[config.mk]
export PLATFORM = sky130hd
export DESIGN_NAME = pwr_wake_ctrl
export DESIGN_NICKNAME = d
export VERILOG_FILES = /design/src/rtl/pwr_pkg.sv /design/src/rtl/pwr_sync.sv /design/src/rtl/pwr_wake_detect.sv /design/src/rtl/pwr_wake_ctrl.sv
export SDC_FILE = /design/constraint.sdc
export NUM_CORES = 1
export LEC_CHECK = 0
export BUFFER_PORTS_ARGS = -buffer_cell sky130_fd_sc_hd__buf_2
export CAP_MARGIN = 20
export CORE_MARGIN = 10
export CORE_UTILIZATION = 40
export DETAILED_ROUTE_END_ITERATION = 10
export HOLD_SLACK_MARGIN = 0.02
export RECOVER_POWER = 100
export SETUP_SLACK_MARGIN = 0.3
export SLEW_MARGIN = 20
export SYNTH_ARGS = -nofsm -noshare
export SYNTH_HDL_FRONTEND = slang
export SYNTH_SLANG_ARGS = --single-unit
[constraint.sdc]
create_clock -name clk -period 4.8 [get_ports clk]
set_input_delay 0.96 -clock clk [delete_from_list [all_inputs] [get_ports clk]]
set_output_delay 0.96 -clock clk [all_outputs]
set_load 0.05 [all_outputs]
[src/rtl/pwr_pkg.sv]
package pwr_pkg;
    localparam int REG_AW = 2;
    localparam int REG_DW = 8;

    typedef enum logic [REG_AW-1:0] {
        ADR_PCTL  = 2'd0,
        ADR_WKEN  = 2'd1,
        ADR_WKPOL = 2'd2,
        ADR_STAT  = 2'd3
    } reg_addr_e;

    // Bit positions inside the power-control register
    localparam int PC_PDN  = 7;
    localparam int PC_T2EN = 6;
    localparam int PC_FSEL = 2;
    localparam int PC_IDLE = 0;
    // Bit positions inside the status register
    localparam int ST_IOWK = 1;
    localparam int ST_TFLG = 0;
endpackage

[src/rtl/pwr_sync.sv]
module pwr_sync #(
    parameter int W      = 1,
    parameter int STAGES = 2
) (
    input  logic         clk,
    input  logic         rst_n,
    input  logic [W-1:0] d,
    output logic [W-1:0] q
);
    logic [STAGES-1:0][W-1:0] st_d, st_q;

    always_comb begin
        st_d[0] = d;
        for (int i = 1; i < STAGES; i++) st_d[i] = st_q[i-1];
    end

    always_ff @(posedge clk or negedge rst_n) begin
        if (!rst_n) st_q <= '0;
        else        st_q <= st_d;
    end

    assign q = st_q[STAGES-1];
endmodule

[src/rtl/pwr_wake_detect.sv]
module pwr_wake_detect #(
    parameter int NPIN = 8
) (
    input  logic            clk,
    input  logic            rst_n,
    input  logic [NPIN-1:0] pin_s,
    input  logic            tirq_s,
    input  logic            aud_s,
    input  logic [NPIN-1:0] wken,
    input  logic [NPIN-1:0] wkpol,
    input  logic            idle,
    input  logic            t2en,
    output logic            io_hit,
    output logic            wake_req
);
    logic tprev_d, tprev_q;
    logic t_rise;

    always_comb begin
        tprev_d  = tirq_s;
        t_rise   = tirq_s & ~tprev_q;
        io_hit   = |(wken & ~(pin_s ^ wkpol));
        wake_req = io_hit | (idle & (aud_s | (t2en & t_rise)));
    end

    always_ff @(posedge clk or negedge rst_n) begin
        if (!rst_n) tprev_q <= 1'b0;
        else        tprev_q <= tprev_d;
    end

    // outside Idle mode only a pin match may request a wake
    a_r5_sleep_io_only: assert property (@(posedge clk) disable iff (!rst_n)
        (wake_req && !io_hit) |-> idle);
    // a timer-only wake needs the request low on the previous edge
    a_r7_timer_edge: assert property (@(posedge clk) disable iff (!rst_n)
        (wake_req && !io_hit && !aud_s) |-> !$past(tirq_s));
endmodule

[src/rtl/pwr_wake_ctrl.sv]
module pwr_wake_ctrl
    import pwr_pkg::*;
#(
    parameter int NPIN = 8
) (
    input  logic              clk,
    input  logic              rst_n,
    input  logic [REG_AW-1:0] reg_addr,
    input  logic              reg_we,
    input  logic [REG_DW-1:0] reg_wdata,
    output logic [REG_DW-1:0] reg_rdata,
    input  logic [NPIN-1:0]   wake_pins,
    input  logic              tmr_irq,
    input  logic              audio_det,
    input  logic              clk_lvl,
    output logic              cpu_run,
    output logic              cpu_clk_fast,
    output logic              ext_bus_oe
);
    localparam int SYNC_W = NPIN + 2;

    typedef struct packed {
        logic            pdn;
        logic            t2en;
        logic            fsel;
        logic            idle;
        logic [NPIN-1:0] wken;
        logic [NPIN-1:0] wkpol;
        logic            io_flag;
        logic            run;
        logic            fast;
    } state_t;

    state_t st_d, st_q;

    logic [SYNC_W-1:0] raw_in, syn_out;
    logic [NPIN-1:0]   pin_s;
    logic              tirq_s, aud_s;
    logic              io_hit, wake_req, wake_fire;
    logic              wr_pctl, wr_wken, wr_wkpol, wr_stat;

    assign raw_in = {audio_det, tmr_irq, wake_pins};

    pwr_sync #(.W(SYNC_W), .STAGES(2)) u_sync (
        .clk   (clk),
        .rst_n (rst_n),
        .d     (raw_in),
        .q     (syn_out)
    );

    assign pin_s  = syn_out[NPIN-1:0];
    assign tirq_s = syn_out[NPIN];
    assign aud_s  = syn_out[NPIN+1];

    pwr_wake_detect #(.NPIN(NPIN)) u_detect (
        .clk      (clk),
        .rst_n    (rst_n),
        .pin_s    (pin_s),
        .tirq_s   (tirq_s),
        .aud_s    (aud_s),
        .wken     (st_q.wken),
        .wkpol    (st_q.wkpol),
        .idle     (st_q.idle),
        .t2en     (st_q.t2en),
        .io_hit   (io_hit),
        .wake_req (wake_req)
    );

    always_comb begin
        wr_pctl   = reg_we && (reg_addr == ADR_PCTL);
        wr_wken   = reg_we && (reg_addr == ADR_WKEN);
        wr_wkpol  = reg_we && (reg_addr == ADR_WKPOL);
        wr_stat   = reg_we && (reg_addr == ADR_STAT);
        wake_fire = st_q.pdn && wake_req;

        st_d = st_q;
        if (wr_pctl) begin
            st_d.pdn  = reg_wdata[PC_PDN];
            st_d.t2en = reg_wdata[PC_T2EN];
            st_d.fsel = reg_wdata[PC_FSEL];
            st_d.idle = reg_wdata[PC_IDLE];
        end else if (wake_fire) begin
            st_d.pdn  = 1'b0;
            st_d.fast = st_q.fsel;
        end
        if (wr_wken)  st_d.wken  = reg_wdata[NPIN-1:0];
        if (wr_wkpol) st_d.wkpol = reg_wdata[NPIN-1:0];
        if (wr_stat)  st_d.io_flag = st_q.io_flag & reg_wdata[ST_IOWK];
        if (wake_fire && io_hit) st_d.io_flag = 1'b1;
        // clock enable moves only while the selected clock is low
        if (!clk_lvl) st_d.run = !st_q.pdn;
    end

    always_ff @(posedge clk or negedge rst_n) begin
        if (!rst_n) begin
            st_q       <= '0;
            st_q.wkpol <= '1;
            st_q.run   <= 1'b1;
        end else begin
            st_q <= st_d;
        end
    end

    always_comb begin
        reg_rdata = '0;
        case (reg_addr)
            ADR_PCTL: begin
                reg_rdata[PC_PDN]  = st_q.pdn;
                reg_rdata[PC_T2EN] = st_q.t2en;
                reg_rdata[PC_FSEL] = st_q.fsel;
                reg_rdata[PC_IDLE] = st_q.idle;
            end
            ADR_WKEN:  reg_rdata[NPIN-1:0] = st_q.wken;
            ADR_WKPOL: reg_rdata[NPIN-1:0] = st_q.wkpol;
            default: begin
                reg_rdata[ST_IOWK] = st_q.io_flag;
                reg_rdata[ST_TFLG] = tirq_s;
            end
        endcase
    end

    assign cpu_run      = st_q.run;
    assign cpu_clk_fast = st_q.fast;
    assign ext_bus_oe   = !st_q.pdn;

    // the enable toggles only after an edge that saw the clock low
    a_r3_gate_on_low: assert property (@(posedge clk) disable iff (!rst_n)
        !$stable(cpu_run) |-> $past(!clk_lvl));
    // the clock select moves only when power-down ends
    a_r8_sel_at_wake: assert property (@(posedge clk) disable iff (!rst_n)
        !$stable(cpu_clk_fast) |-> $fell(st_q.pdn));
    // the I/O flag survives every cycle without a status write
    a_r9_flag_sticky: assert property (@(posedge clk) disable iff (!rst_n)
        (st_q.io_flag && !wr_stat) |=> st_q.io_flag);
    // Sleep mode without a pin match stays powered down
    a_r5_sleep_holds: assert property (@(posedge clk) disable iff (!rst_n)
        (st_q.pdn && !st_q.idle && !io_hit && !wr_pctl) |=> st_q.pdn);
endmodule

==> impl_metrics.json <==
{
  "rsz0062_at_grt": "false",
  "ys_top_cells_by_area": "dfrtp_1, dfstp_2, mux2_2",
  "yosysUniqueCellTypes": 23,
  "cts_buffers": 5,
  "total_power_w": 0.000905,
  "r2r-end": "cpu_clk_fast$_DFFE_PN0P_",
  "reg2reg_depth": 5,
  "setup-violations-final": 0,
  "core_area_mm2": 0.00409,
  "worstPathArrival_ns": 2.38,
  "ys.flop_type": "dfrtp_1",
  "cp_common_cell": "clkbuf_1",
  "cts_tree": "yes",
  "antenna_found_initial": 0,
  "powerDensity_mw_per_mm2": 443,
  "hold_depth": 0,
  "synth-seq-area-share": 0.643,
  "synthTopCellsByCount": "dfrtp_1, mux2_2, dfstp_2, nand2_1, xnor2_1",
  "drc": 0,
  "ant_nets": 0,
  "root_buffer": "clkbuf_8",
  "hp-class": "reg2reg",
  "clk_pin_slew_ns": 0.07,
  "violations": "capacitance limit, slew limit",
  "max_freq_mhz": 299,
  "crit_path_max_incr_delay_ns": 0.50,
  "nets": 188,
  "max_cap_violations": 1,
  "cts.sinks": 44,
  "cp.required_ns": 3.84,
  "via_count": 1056,
  "yosysWarnings": 0,
  "avgRoutedWirePerCell_um": 16.4,
  "pre_cts_ws_ns": 1.66,
  "dr.pass1.iters": 6,
  "grt_pass1_vias": 1186,
  "tightest_slew_ns": 2.25,
  "ir_drop_uv": 217,
  "cp-start-kind": "primary input",
  "path_cells": "clkbuf_1 > inv_1 > ha_1 > a222oi_1 > mux2i_1 > clkbuf_1",
  "port_buffers": 34,
  "die_area_mm2": 0.00736,
  "yosysTopAreaCell": "dfrtp_1",
  "die_h_um": 85.8,
  "fill_cells": 389,
  "synth.avg_cell_area_um2": 14.4,
  "slew_headroom": -0.502,
  "final.period_utilization": 0.696,
  "grt_pass1_wl_um": 5800,
  "worstReg2RegStart": "st_q[7]$_DFFE_PN1P_",
  "area_growth_pct": 18.1,
  "cp_top_family": "buffers and inverters",
  "period_needed_ns": 3.34,
  "finalHoldViolCount": 0,
  "synthesis.area_mm2": 0.00173,
  "syn_inst": 120,
  "drt-total-wl_um": 3450,
  "skew_ns": 0.00529,
  "status": "finished, violations left",
  "core.rowCount": 23,
  "track_usage": 0.0997,
  "grt-ovfl-total": 0,
  "start_util": 0.423,
  "setup.worst_path.end_class": "output port",
  "die_width_um": 85.8,
  "cpMaxStageDelayCell": "clkbuf_1",
  "synth-edff-count": 0,
  "setup.worst_path.start": "reg_addr[0]",
  "grt_max_degree": 45,
  "via_per_inst": 5.03,
  "crit_fanout": 9,
  "drive_gt1_frac": 0.350,
  "cellLeakagePower_nw": 0.887,
  "gp_congestion": 0.819,
  "hold_end": "u_sync.q[2]$_DFF_PN0_",
  "post-cts-setup-buffers": 0,
  "fin_tns_setup_ns": 0,
  "critical_path_class": "in2out",
  "clock_latency_ns": 0.29,
  "drt_iter0_markers": 76,
  "cts_hold_buffers": 0,
  "cts-resized-gates": 0,
  "dp_hpwl_um": 2560,
  "r2r_slack_ns": 3.10,
  "async_reset_ff_frac": 1.00,
  "h-tree-depth": 2,
  "clockBufferDepth": 2,
  "n_antenna_cell": 0,
  "layout_setup_ws_ns": 1.46,
  "num_io_pins": 35,
  "synth_top_area_frac": 0.506,
  "min_from": "u_sync.st_d[12]$_DFF_PN0_",
  "slew_violations": 45,
  "yosysMostFrequentCell": "dfrtp_1",
  "synth-seq-cells": 44,
  "path_buf_inv": 3,
  "synth_nets": 149
}
logic make-up (layout without fill, tap and decap cells):
kind of cell             Yosys count  after routing  share of synthesized area
AND/OR/NAND/NOR                   18             18                     0.0477
multiplexers                      21             21                      0.136
AO/OA/AOI/OAI                     18             18                     0.0824
flip-flops                        44             44                      0.643
XOR/XNOR                           8              8                     0.0405
adder cells (fa/ha/maj)            5              5                     0.0362
buffers and inverters              6             46                     0.0145
state kept, by name, indices dropped and copies added (netlist names):
signal	flops
u_sync.q	10
cpu_run	1
u_sync.st_d	10
u_detect.tprev_q	1
st_q	21
cpu_clk_fast	1
power by group:
group          total (W)  switching [W]  internal, W
clock           0.000271       0.000116     0.000154
combinational   0.000172       0.000104    0.0000678
sequential      0.000462      0.0000341     0.000428
total           0.000905       0.000255     0.000650
cell usage in the layout (no fill, tap or decap):
cell type / count
nand3_1: 1
mux2i_1: 1
clkbuf_8: 5
a222oi_1: 4
dfstp_2: 8
clkbuf_1: 14
nor3b_1: 1
o31ai_1: 1
o21a_1: 1
mux2_1: 1
nor2_1: 3
o21ai_0: 2
a22oi_2: 1
nand2_1: 9
bufinv_16: 1
mux2_2: 19
inv_1: 4
o21bai_1: 1
xnor2_1: 8
buf_2: 21
nor2b_1: 3
o21ai_1: 1
clkinv_2: 1
dfstp_1: 1
nand4_1: 1
a22oi_1: 7
ha_1: 5
dfrtp_1: 35
worst max path at each step:
| stage | slack [ns] | endpoint | cells past startpoint |
|---|---|---|---|
| floorplan | 1.65 | reg_rdata[0] | 5 |
| global placement | 1.68 | reg_rdata[0] | 6 |
| detailed placement | 1.66 | reg_rdata[0] | 6 |
| CTS | 1.66 | reg_rdata[0] | 6 |
| global route | 1.31 | reg_rdata[0] | 6 |
| finish | 1.46 | reg_rdata[0] | 6 |
cell type report:
| type | instances | area [um2] | share of cell area |
|---|---|---|---|
| multi-input combinational | 70 | 593 | 0.290 |
| clock inverter | 2 | 35.0 | 0.0171 |
| tap | 50 | 62.6 | 0.0306 |
| clock buffer | 6 | 72.6 | 0.0355 |
| timing repair buffer | 34 | 154 | 0.0753 |
| sequential | 44 | 1110 | 0.544 |
| inverter | 4 | 15.0 | 0.00734 |
through the flow:
step           hold WS, ns  area, um2  std cells  utilization
6_report             0.351       2040        210        0.500
5_1_grt              0.357       2040        210        0.500
4_1_cts              0.353       2060        210        0.504
3_5_place_dp         0.336       1950        202        0.478
3_3_place_gp         0.332       1950        202        0.478
2_1_floorplan        0.331       1730        120            -
per-layer routing:
metal / vias up / share of wire / global-route usage / wire length, um
met2: 29 / 0.47 / 0.161 / 1620
met4: 0 / 0.018 / 0.0404 / 63
met3: 7 / 0.067 / 0.0435 / 232
li1: 502 / - / - / -
met1: 518 / 0.44 / 0.113 / 1530
met5: - / 0 / 0 / 0
Power figures use the tool's default switching activity.
